File: config.mk
export PLATFORM = sky130hd
export DESIGN_NAME = sdram_pd_ctrl
export DESIGN_NICKNAME = d
export VERILOG_FILES = /design/src/rtl/sdram_pd_pkg.sv /design/src/rtl/pd_trp_timer.sv /design/src/rtl/pd_dwell_timer.sv /design/src/rtl/pd_fsm.sv /design/src/rtl/sdram_pd_ctrl.sv
export SDC_FILE = /design/constraint.sdc
export NUM_CORES = 1
export LEC_CHECK = 0
export BUFFER_PORTS_ARGS = -buffer_cell sky130_fd_sc_hd__clkbuf_2
export CORE_UTILIZATION = 24
export DETAILED_ROUTE_END_ITERATION = 10
export GPL_TIMING_DRIVEN = 1
export PLACE_DENSITY = 0.39
export SYNTH_ARGS = -nofsm -noshare
export SYNTH_HDL_FRONTEND = slang
export SYNTH_SLANG_ARGS = --single-unit
File: constraint.sdc
create_clock -name clk -period 2.9 [get_ports clk]
set_clock_uncertainty 0.1 [all_clocks]
set_input_delay 0.29 -clock clk [delete_from_list [all_inputs] [get_ports clk]]
set_output_delay 0.29 -clock clk [all_outputs]
set_load 0.03 [all_outputs]
File: src/rtl/sdram_pd_pkg.sv
package sdram_pd_pkg;
  typedef enum logic [2:0] {
    PD_AWAKE = 3'd0,
    PD_ENTER = 3'd1,
    PD_SLEEP = 3'd2,
    PD_WAKE1 = 3'd3,
    PD_WAKE2 = 3'd4
  } pd_state_e;
endpackage

File: src/rtl/pd_trp_timer.sv
module pd_trp_timer #(
  parameter int CW = 4
) (
  input  logic          clk,
  input  logic          rst_n,
  input  logic          pre_issued,
  input  logic [CW-1:0] trp_cycles,
  output logic          trp_done
);
  logic [CW-1:0] remain;

  // Restarted by each precharge, counts down to zero.
  always_ff @(posedge clk or negedge rst_n) begin
    if (!rst_n)                remain <= '0;
    else if (pre_issued)       remain <= trp_cycles;
    else if (remain != '0)     remain <= remain - 1'b1;
  end

  // The last count cycle may already be the entry edge.
  assign trp_done = !pre_issued && (remain <= CW'(1));
endmodule

File: src/rtl/pd_dwell_timer.sv
module pd_dwell_timer #(
  parameter int MAX_DWELL = 64
) (
  input  logic clk,
  input  logic rst_n,
  input  logic low_phase,
  output logic expired
);
  localparam int DW = $clog2(MAX_DWELL + 1);
  localparam logic [DW-1:0] LIMIT = DW'(MAX_DWELL - 1);
  localparam logic [DW-1:0] TOP   = DW'(MAX_DWELL);

  logic [DW-1:0] count;

  always_ff @(posedge clk or negedge rst_n) begin
    if (!rst_n)          count <= '0;
    else if (!low_phase) count <= '0;
    else if (count != TOP) count <= count + 1'b1;
  end

  assign expired = low_phase && (count >= LIMIT);
endmodule

File: src/rtl/pd_fsm.sv
module pd_fsm
  import sdram_pd_pkg::*;
(
  input  logic      clk,
  input  logic      rst_n,
  input  logic      sleep_req,
  input  logic      entry_ok,
  input  logic      refresh_due,
  input  logic      dwell_exp,
  input  logic      ref_ack,
  output pd_state_e state,
  output logic      ref_req
);
  pd_state_e nxt;
  logic      forced;

  assign forced = (state == PD_SLEEP) && (refresh_due || dwell_exp);

  always_comb begin
    nxt = state;
    unique case (state)
      PD_AWAKE: if (sleep_req && entry_ok && !refresh_due && !ref_req) nxt = PD_ENTER;
      PD_ENTER: nxt = PD_SLEEP;
      PD_SLEEP: if (!sleep_req || forced) nxt = PD_WAKE1;
      PD_WAKE1: nxt = PD_WAKE2;
      PD_WAKE2: nxt = PD_AWAKE;
      default:  nxt = PD_AWAKE;
    endcase
  end

  always_ff @(posedge clk or negedge rst_n) begin
    if (!rst_n) begin
      state   <= PD_AWAKE;
      ref_req <= 1'b0;
    end else begin
      state <= nxt;
      if (forced)       ref_req <= 1'b1;
      else if (ref_ack) ref_req <= 1'b0;
    end
  end
endmodule

File: src/rtl/sdram_pd_ctrl.sv
module sdram_pd_ctrl
  import sdram_pd_pkg::*;
#(
  parameter int NBANK     = 4,
  parameter int CW        = 4,
  parameter int MAX_DWELL = 64
) (
  input  logic             clk,
  input  logic             rst_n,
  input  logic             sleep_req,
  input  logic [NBANK-1:0] bank_open,
  input  logic             pre_issued,
  input  logic [CW-1:0]    trp_cycles,
  input  logic             refresh_due,
  input  logic             ref_ack,
  output logic             cke,
  output logic             cmd_nop,
  output logic             ready,
  output logic             ref_req
);
  pd_state_e state;
  logic      trp_done;
  logic      dwell_exp;
  logic      low_phase;
  logic      entry_ok;

  pd_trp_timer #(.CW(CW)) u_trp (
    .clk(clk), .rst_n(rst_n), .pre_issued(pre_issued),
    .trp_cycles(trp_cycles), .trp_done(trp_done)
  );

  assign low_phase = (state == PD_ENTER) || (state == PD_SLEEP);

  pd_dwell_timer #(.MAX_DWELL(MAX_DWELL)) u_dwell (
    .clk(clk), .rst_n(rst_n), .low_phase(low_phase), .expired(dwell_exp)
  );

  assign entry_ok = (bank_open == '0) && trp_done;

  pd_fsm u_fsm (
    .clk(clk), .rst_n(rst_n), .sleep_req(sleep_req), .entry_ok(entry_ok),
    .refresh_due(refresh_due), .dwell_exp(dwell_exp), .ref_ack(ref_ack),
    .state(state), .ref_req(ref_req)
  );

  assign cke     = !low_phase;
  assign cmd_nop = (state != PD_AWAKE);
  assign ready   = (state == PD_AWAKE);
endmodule

==> results.cfg <==
[status]
status = finished, final reports clean

[sta]
setup_tns_ps = 0
fin_crit_sh = 0.6249
hold_viol = 0
finalSetupViolCount = 0
max_slew.worst_pin.slew_ps = 383.1
timing.final.ws_setup_ps = 1088
min_period_ps = 1812
max_freq_mhz = 551.8
slew_headroom = 0.7446
rsz0062_at_grt = false
drv_slew = 0

[detailed_routing]
via_per_inst = 4.200
routedWlPerCell_um = 10.52
drt-total-wl_mm = 1.578
first_pass_iters = 2
ant_nets = 0
drt_iter0_drc = 25
vias = 630
drc_errors = 0

[critical_path]
worst_setup_path_end_kind = output pin
r2r-end = u_dwell.count[1]$_DFFE_PN0P_
path_class = reg -> out
r2r-start = u_dwell.count[4]$_DFFE_PN0P_
cp-start-kind = flop
crit_path_max_fanout = 8
arrival_ps = 1420
required_ps = 2510
critPathLaunch = u_fsm.state[1]$_DFFE_PN0P_
rrSetupSlack_ps = 1180
ff2ff_path_depth = 4
cp-endpoint = cke

[min_path]
hp-class = in -> reg
worstHoldPathCells = 2

[finish]
multi_input_area_um2 = 407.9
antenna_cells = 0
register_area_um2 = 375.4
drive_above_1_share = 0.2358
nFillCells = 359
area_growth_pct = 20.83
fin_util = 0.3131
final_cells = 150
fin_nets = 125

[floorplanning]
die_w_um = 60.35
die_area_um2 = 3642
die_y_um = 60.35
core_area_um2 = 3153
start_util = 0.2591
pin_count = 18
rows = 20

[logic_synthesis]
synth_seq_cells = 15
synth_edf_count = 0
synth_area_per_cell_um2 = 9.500
synth_ff_type = dfrtp_1
seq_area_frac_synth = 0.4594
synth_area_um2 = 817.0
synth_top_area_share = 0.4594
synthTopCellsByArea = dfrtp_1, nor2_1, ha_1
ys_types = 27
yosys_warnings = 0
synth_nets = 104
netlist_top_cells_count = dfrtp_1, nor2_1, inv_1
ys_async_sr_fraction = 1.000
yosys.area.top_type = dfrtp_1
synthCells = 86

[placement]
post-place-ws_ps = 1193
port-buffer-count = 17
dp_hpwl_mm = 1.226
dp.cells = 145
place_congestion = 0.6997

[clock_tree]
cts_buffers = 3
cts_root_buffer = clkbuf_4
clock_latency_ps = 280
cts_sinks = 15
cts_tree = yes
cts.clk_slew.worst_paths_ps = 90
htree_levels = 1
cts-resized-gates = 0
clk_path_buf_depth = 2

[global_route]
grt_pass1_wl_mm = 2.739
grt_max_degree = 16
grt_pass1_vias = 643
antenna_found_initial = 0
gr-total-overflow = 0
grt.total_usage = 0.1043

[power]
ir_drop_mv = 0.1847
power_mw = 0.7672
p_leak_nw = 0.4639
p_per_area_nw_per_um2 = 777.1

[job]
max-cap-violations = 0
-- metrics by stage --
| step | area, um^2 | hold WS (ps) |
|---|---|---|
| detailed placement | 949.7 | 141.0 |
| global route | 987.2 | 93.15 |
| global placement | 949.7 | 139.8 |
| CTS | 987.2 | 93.55 |
| floorplan | 817.0 | -105.6 |
| finish | 987.2 | 102.9 |
-- cell usage in the layout, fill, tap and decap left out, drive strengths merged --
cell type    count
clkbuf          20
nor2            15
dfrtp           15
inv              7
xor2             5
a21oi            5
nand2            4
ha               4
nor3             3
nand4            3
or3              2
nand2b           2
nor4             2
xnor2            2
mux2i            2
o21ai            2
a31oi            1
nor4b            1
or4b             1
nor3b            1
or2              1
and2             1
nand3            1
a21o             1
mux2             1
o311ai           1
nor2b            1
clkinv           1
dlygate4sd3      1
-- repair_timing --
action | in CTS | in global routing
endpoints found under the hold margin | 15 | 0
buffers inserted | 0 | 0
hold buffers | 1 | 0
-- final cells by class --
class,count,share of cell area
Tap cell,44,0.05577
Inverter,7,0.02662
Timing Repair Buffer,18,0.09632
Clock inverter,1,0.005070
Clock buffer,3,0.02281
Multi-Input combinational cell,62,0.4132
Sequential cell,15,0.3802
-- power by group --
part           total (mW)  switching [mW]  internal (mW)
clock               0.119          0.0681         0.0511
sequential          0.316          0.0577          0.258
combinational       0.332           0.208          0.124
-- cell families (layout without fill, tap and decap cells) --
logic type               after synthesis  count (layout)  share of synthesized area
AO/OA/AOI/OAI                         10              10                    0.07045
XOR/XNOR                               7               7                    0.07504
adder cells (fa/ha/maj)                4               4                    0.06126
buffers and inverters                  9              29                    0.04136
flip-flops                            15              15                     0.4594
multiplexers                           3               3                    0.03828
AND/OR/NAND/NOR                       38              38                     0.2542
-- metal layers --
| layer | global-route usage | vias to the layer above | share of wire |
|---|---|---|---|
| met5 | 0 | - | 0 |
| met4 | 0.04983 | 0 | 0.013 |
| met3 | 0.02559 | 2 | 0.040 |
| met2 | 0.1711 | 12 | 0.46 |
| met1 | 0.1283 | 284 | 0.48 |
| li1 | - | 332 | - |
-- sequential cells by signal, indices dropped and copies added, names as in the netlist --
signal	cells
u_dwell.count	7
u_trp.remain	4
u_fsm.state	3
u_fsm.ref_req	1
-- worst min-delay path by stage --
stage	start	slack, ps	endpoint
6_report	ref_ack	100	u_fsm.ref_req$_DFFE_PN0P_
5_1_grt	ref_ack	90	u_fsm.ref_req$_DFFE_PN0P_
4_1_cts	ref_ack	90	u_fsm.ref_req$_DFFE_PN0P_
3_5_place_dp	rst_n	140	u_fsm.state[2]$_DFFE_PN0P_
3_3_place_gp	rst_n	140	u_fsm.state[2]$_DFFE_PN0P_
2_1_floorplan	rst_n	-110	u_dwell.count[0]$_DFFE_PN0P_
-- critical path, cell delays in order, from the launching register on --
cell      delay [ps]
dfrtp_1          440
xor2_1           180
nand2b_1         250
clkbuf_2         270
No activity file was read; power rests on OpenSTA's default activity.
